`src/rtl/bridge_rst_pkg.sv`:
```
// Shared constants and types for the bridge reset readiness controller.
// Assumes exactly two bridge sides: index 0 near (internal), index 1 far (external).
package bridge_rst_pkg;
    localparam int NUM_SIDES = 2;
    localparam int ACT_W     = 2;
    localparam int SIDE_NEAR = 0;
    localparam int SIDE_FAR  = 1;

    typedef enum logic [ACT_W-1:0] {
        ACT_NONE  = 2'b00,
        ACT_BLOCK = 2'b01
    } act_code_e;
endpackage

```
`src/rtl/ext_pin_sync.sv`:
```
// Synchronizes an asynchronous active-low pin and emits a one-cycle pulse on
// its synchronized falling edge. Stages reset to 1 (pin idle high), so a pin
// already low when reset ends raises one pulse once it has passed through.
module ext_pin_sync #(
    parameter int STAGES = 2
) (
    input  logic clk,
    input  logic rst_n,
    input  logic pin_n,
    output logic fall_pulse
);
    localparam int TOTAL = STAGES + 1;

    logic [TOTAL-1:0] chain;

    // Shift the pin through the synchronizer plus one edge-history flop.
    always_ff @(posedge clk) begin
        if (!rst_n) chain <= '1;
        else        chain <= {chain[TOTAL-2:0], pin_n};
    end

    // Falling edge: the older sample is high and the newer one is low.
    assign fall_pulse = chain[TOTAL-1] & ~chain[TOTAL-2];
endmodule

```
`src/rtl/side_mode_reg.sv`:
```
// Holds one side's not-ready state. A blocking reset event on the opposite
// side sets it; a software ready write clears it; the event wins a tie.
// Assumes opp_evt is already a single-cycle event.
module side_mode_reg
    import bridge_rst_pkg::*;
#(
    parameter logic INIT_NOT_READY = 1'b0
) (
    input  logic             clk,
    input  logic             rst_n,
    input  logic             opp_evt,
    input  logic             act_en,
    input  logic [ACT_W-1:0] act_code,
    input  logic             ready_wr,
    output logic             not_ready
);
    logic block_now;

    // Only the enabled block code acts; reserved codes behave as no action.
    assign block_now = opp_evt & act_en & (act_code == ACT_BLOCK);

    // Update the mode: block first, then software release, else hold.
    always_ff @(posedge clk) begin
        if (!rst_n)         not_ready <= INIT_NOT_READY;
        else if (block_now) not_ready <= 1'b1;
        else if (ready_wr)  not_ready <= 1'b0;
    end
endmodule

```
`src/rtl/bridge_ready_ctrl.sv`:
```
// Top of the bridge side reset readiness controller. Maps reset events to the
// opposite side's mode register and escalates a counted external pin edge into
// a device fundamental reset request. Assumes the hot-reset detects are
// single-cycle pulses already in the clk domain.
module bridge_ready_ctrl
    import bridge_rst_pkg::*;
#(
    parameter int                   SYNC_STAGES    = 2,
    parameter logic [NUM_SIDES-1:0] NOT_READY_INIT = 2'b10
) (
    input  logic                            clk,
    input  logic                            rst_n,
    input  logic                            ext_rst_n,
    input  logic                            ntb_mode_en,
    input  logic [NUM_SIDES-1:0]            hot_rst_det,
    input  logic [NUM_SIDES-1:0]            act_en,
    input  logic [NUM_SIDES-1:0][ACT_W-1:0] act_code,
    input  logic [NUM_SIDES-1:0]            prop_ext,
    input  logic [NUM_SIDES-1:0]            ready_wr,
    output logic [NUM_SIDES-1:0]            not_ready,
    output logic                            fund_rst_req
);
    logic                 pin_fall;
    logic                 ext_evt;
    logic [NUM_SIDES-1:0] side_evt;

    ext_pin_sync #(.STAGES(SYNC_STAGES)) u_pin_sync (
        .clk        (clk),
        .rst_n      (rst_n),
        .pin_n      (ext_rst_n),
        .fall_pulse (pin_fall)
    );

    // The pin counts only in non-transparent mode.
    assign ext_evt = pin_fall & ntb_mode_en;

    // Collect reset events per side; the pin belongs to the far side.
    always_comb begin
        side_evt           = hot_rst_det;
        side_evt[SIDE_FAR] = hot_rst_det[SIDE_FAR] | ext_evt;
    end

    for (genvar s = 0; s < NUM_SIDES; s++) begin : g_side
        side_mode_reg #(.INIT_NOT_READY(NOT_READY_INIT[s])) u_mode (
            .clk       (clk),
            .rst_n     (rst_n),
            .opp_evt   (side_evt[NUM_SIDES-1-s]),
            .act_en    (act_en[s]),
            .act_code  (act_code[s]),
            .ready_wr  (ready_wr[s]),
            .not_ready (not_ready[s])
        );
    end

    // Register the escalation request as a one-cycle pulse.
    always_ff @(posedge clk) begin
        if (!rst_n) fund_rst_req <= 1'b0;
        else        fund_rst_req <= ext_evt & (|prop_ext);
    end
endmodule

```
`config.mk`:
```
export PLATFORM = sky130hd
export DESIGN_NAME = bridge_ready_ctrl
export DESIGN_NICKNAME = d
export VERILOG_FILES = /design/src/rtl/bridge_rst_pkg.sv /design/src/rtl/ext_pin_sync.sv /design/src/rtl/side_mode_reg.sv /design/src/rtl/bridge_ready_ctrl.sv
export SDC_FILE = /design/constraint.sdc
export NUM_CORES = 1
export LEC_CHECK = 0
export ABC_AREA = 1
export BUFFER_PORTS_ARGS = -buffer_cell sky130_fd_sc_hd__buf_2
export CELL_PAD_IN_SITES_DETAIL_PLACEMENT = 1
export CELL_PAD_IN_SITES_GLOBAL_PLACEMENT = 1
export CORE_AREA = 4 4 41 43
export CTS_BUF_LIST = sky130_fd_sc_hd__clkbuf_2
export DETAILED_ROUTE_END_ITERATION = 10
export DIE_AREA = 0 0 45 47
export GPL_ROUTABILITY_DRIVEN = 0
export HOLD_SLACK_MARGIN = 0.05
export PLACE_DENSITY = 0.63
export REMOVE_ABC_BUFFERS = 1
export SETUP_SLACK_MARGIN = 0.2
export SLEW_MARGIN = 0
export SYNTH_ARGS = -nofsm -noshare
export SYNTH_HDL_FRONTEND = slang
export SYNTH_SLANG_ARGS = --single-unit
```
`constraint.sdc`:
```
create_clock -name clk -period 1.51 [get_ports clk]
set_clock_uncertainty 0.15 [all_clocks]
set_input_delay 0.0755 -clock clk [delete_from_list [all_inputs] [get_ports clk]]
set_output_delay 0.0755 -clock clk [all_outputs]
set_load 0.02 [all_outputs]
```
==> metrics <==
most frequent cells in the layout 18 x buf_2, 15 x dlygate4sd3_1, 6 x inv_1, 6 x dfxtp_1, 5 x nand2_1; pwr/cell area about 700 nW/um2; kind of critical path in2reg; via count approximately 280; filler cell count between 150 and 200; worst setup path startpoint act_code[1]; status complete, no violations; CP max FO 1; Initial Utilization 18.56%; reg2reg start u_pin_sync.chain[1]; max-slew violations 0; post-route ant nets 0; Row Count 13; FF+latch area around 120 um2; Worst-path clk slew roughly 0.06 ns; minimum clock period around 1.1 ns; Post-Synthesis Cells 30; clock sinks 6; part of the cycle the worst path needs between 70 and 80%; die height about 47 um; Die X 45 um; CP Data Required Time 1.52 ns; largest net degree at the start of global routing 5; Finished Cell Area roughly 500 um2; class of the worst hold path reg2reg; unrepaired setup endpoints after global routing false; HPWL Detailed about 480 um; die area between 2000 and 2500 um2; grt ovf 0; CP bufs+invs 3; post-synthesis register bit count 6; first-pass GRT wire length approximately 1.2 mm; initial antenna violation count 0; reg2reg path depth 5; end point of the critical path g_side[0].u_mode.not_ready; Top delay family on crit path buffers and inverters; critical path depth in cells 7; Gates resized, CTS repair 0; cell area after placement 335.3 um2; drc violations 0; CP arrival 1.09 ns; Layout Nets 82; Mapped Area ~240 um2; Longest Clk Path Bufs 2; r2r setup slk ~0.66 ns; Clk Tree Root Cell clkbuf_2; setup_tns 0 ns; routed len/inst approximately 9.5 um; GRT Util Overall a little under 9%; max cap viols 0; Slowest Stage Delay on Critical Path 0.55 ns; initial drt markers 1; multi-input logic area between 70 and 80 um2; LEAKAGE 0.2632 nW; Max Clock Freq between 0.9 and 1 GHz; worst-margin pin slew roughly 0.14 ns; # IOs 19; syn avg cell area about 8 um2; R2R Path End g_side[0].u_mode.not_ready; Yosys warnings 0; vias in the first global route approximately 300; maximum vdd drop about 270 uV; crit-path cells dlygate4sd3_1 -> buf_2 -> inv_1 -> nand2_1 -> nor2_1 -> nand2_1 -> a21oi_2; Pre-antenna DRT Iters 2; H-tree levels 1; Hold Vio Cnt, Final 0; Yosys cell types 12; Setup violations, final 0; Antenna diodes 0; Via density 3.595; post-synthesis sequential area ratio between 40% and 50%; commonest non-fill, non-tap cell in the layout buf_2; CP max stage cell dlygate4sd3_1; CTS tree done; type of origin of the critical path primary input; CP endpoint kind flop; Port Buf Inserts 18; latest clock arrival within the worst-skew pair around 0.22 ns; CP most frequent cell nand2_1; Hold Slack about 0.26 ns; DRT Wirelength roughly 750 um; max_slew headroom 90.64%; clock buffer count from CTS 3; core area 1301 um2; layout cell share with drive strength beyond 1 39.06%; area delta synth->final 107.3%
==> flip-flops by register name, summed over array words and instances, names as in the netlist <==
name / cells
g_side.u_mode.not_ready: 2
u_pin_sync.chain: 3
fund_rst_req: 1
==> report_power, final <==
part | switching (W) | internal (W)
Sequential | 0.00000214 | 0.000165
Clock | 0.0000574 | 0.0000539
Combinational | 0.0000251 | 0.0000471
==> synthesized netlist by cell type <==
library cell,number,area share [%]
a21oi_2,1,3.6
nand3_2,1,4.1
dfxtp_1,6,50
o211ai_1,1,3.1
nor3_1,1,2.1
inv_1,6,9.3
nand4_1,1,2.6
nor2_1,2,3.1
nand2_1,5,7.8
or2_1,2,5.2
buf_4,2,6.2
inv_2,2,3.1
==> worst min-delay path by stage <==
stage,startpoint,to,slack [ns],depth (start not counted)
after detailed placement,ext_rst_n,u_pin_sync.chain[0],0.12,2
after floorplan,rst_n,u_pin_sync.chain[2],-0.006,1
final,u_pin_sync.chain[0],u_pin_sync.chain[1],0.26,1
after global placement,ext_rst_n,u_pin_sync.chain[0],0.10,2
after CTS,u_pin_sync.chain[0],u_pin_sync.chain[1],0.26,1
after global routing,u_pin_sync.chain[0],u_pin_sync.chain[1],0.30,1
==> final cells by class <==
cell class	count	share of cell area, %
Timing Repair Buffer	33	48.00
Multi-Input combinational cell	14	15.25
Sequential cell	6	24.00
Inverter	8	6.000
Tap cell	15	3.750
Clock buffer	3	3.000
==> routing by layer <==
metal	GRT usage [%]	wire (um)
met1	9.817	294
met4	3.509	0
met2	13.84	392
met3	4.598	67
met5	0	0
==> cells by family after synthesis <==
kind of cell	count (synthesis)	synth area share, %
flip-flops	6	49.74
AO/OA/AOI/OAI	2	6.738
AND/OR/NAND/NOR	12	24.87
buffers and inverters	10	18.65
==> worst register-to-register path, cell delays in order, from the launching register on <==
cell     delay, ns
dfxtp_1       0.30
inv_2         0.05
nand3_2       0.06
nand2_1       0.06
nand2_1       0.06
a21oi_2       0.10
==> metrics by stage <==
step	setup slack, ns	cells	util, %	power, W
2_1_floorplan	0.6607	28	-	0.0001868
5_1_grt	0.3801	79	38.46	0.0003753
3_5_place_dp	0.6618	61	25.77	0.0002120
6_report	0.4289	79	38.46	0.0003503
3_3_place_gp	0.6970	61	25.77	0.0002107
4_1_cts	0.4687	79	38.46	0.0003572
==> repair_timing <==
item	CTS	global route
endpoints found under the hold margin	6	0
hold buffers	15	0
setup buffers	0	0
Power figures use the tool's default switching activity.
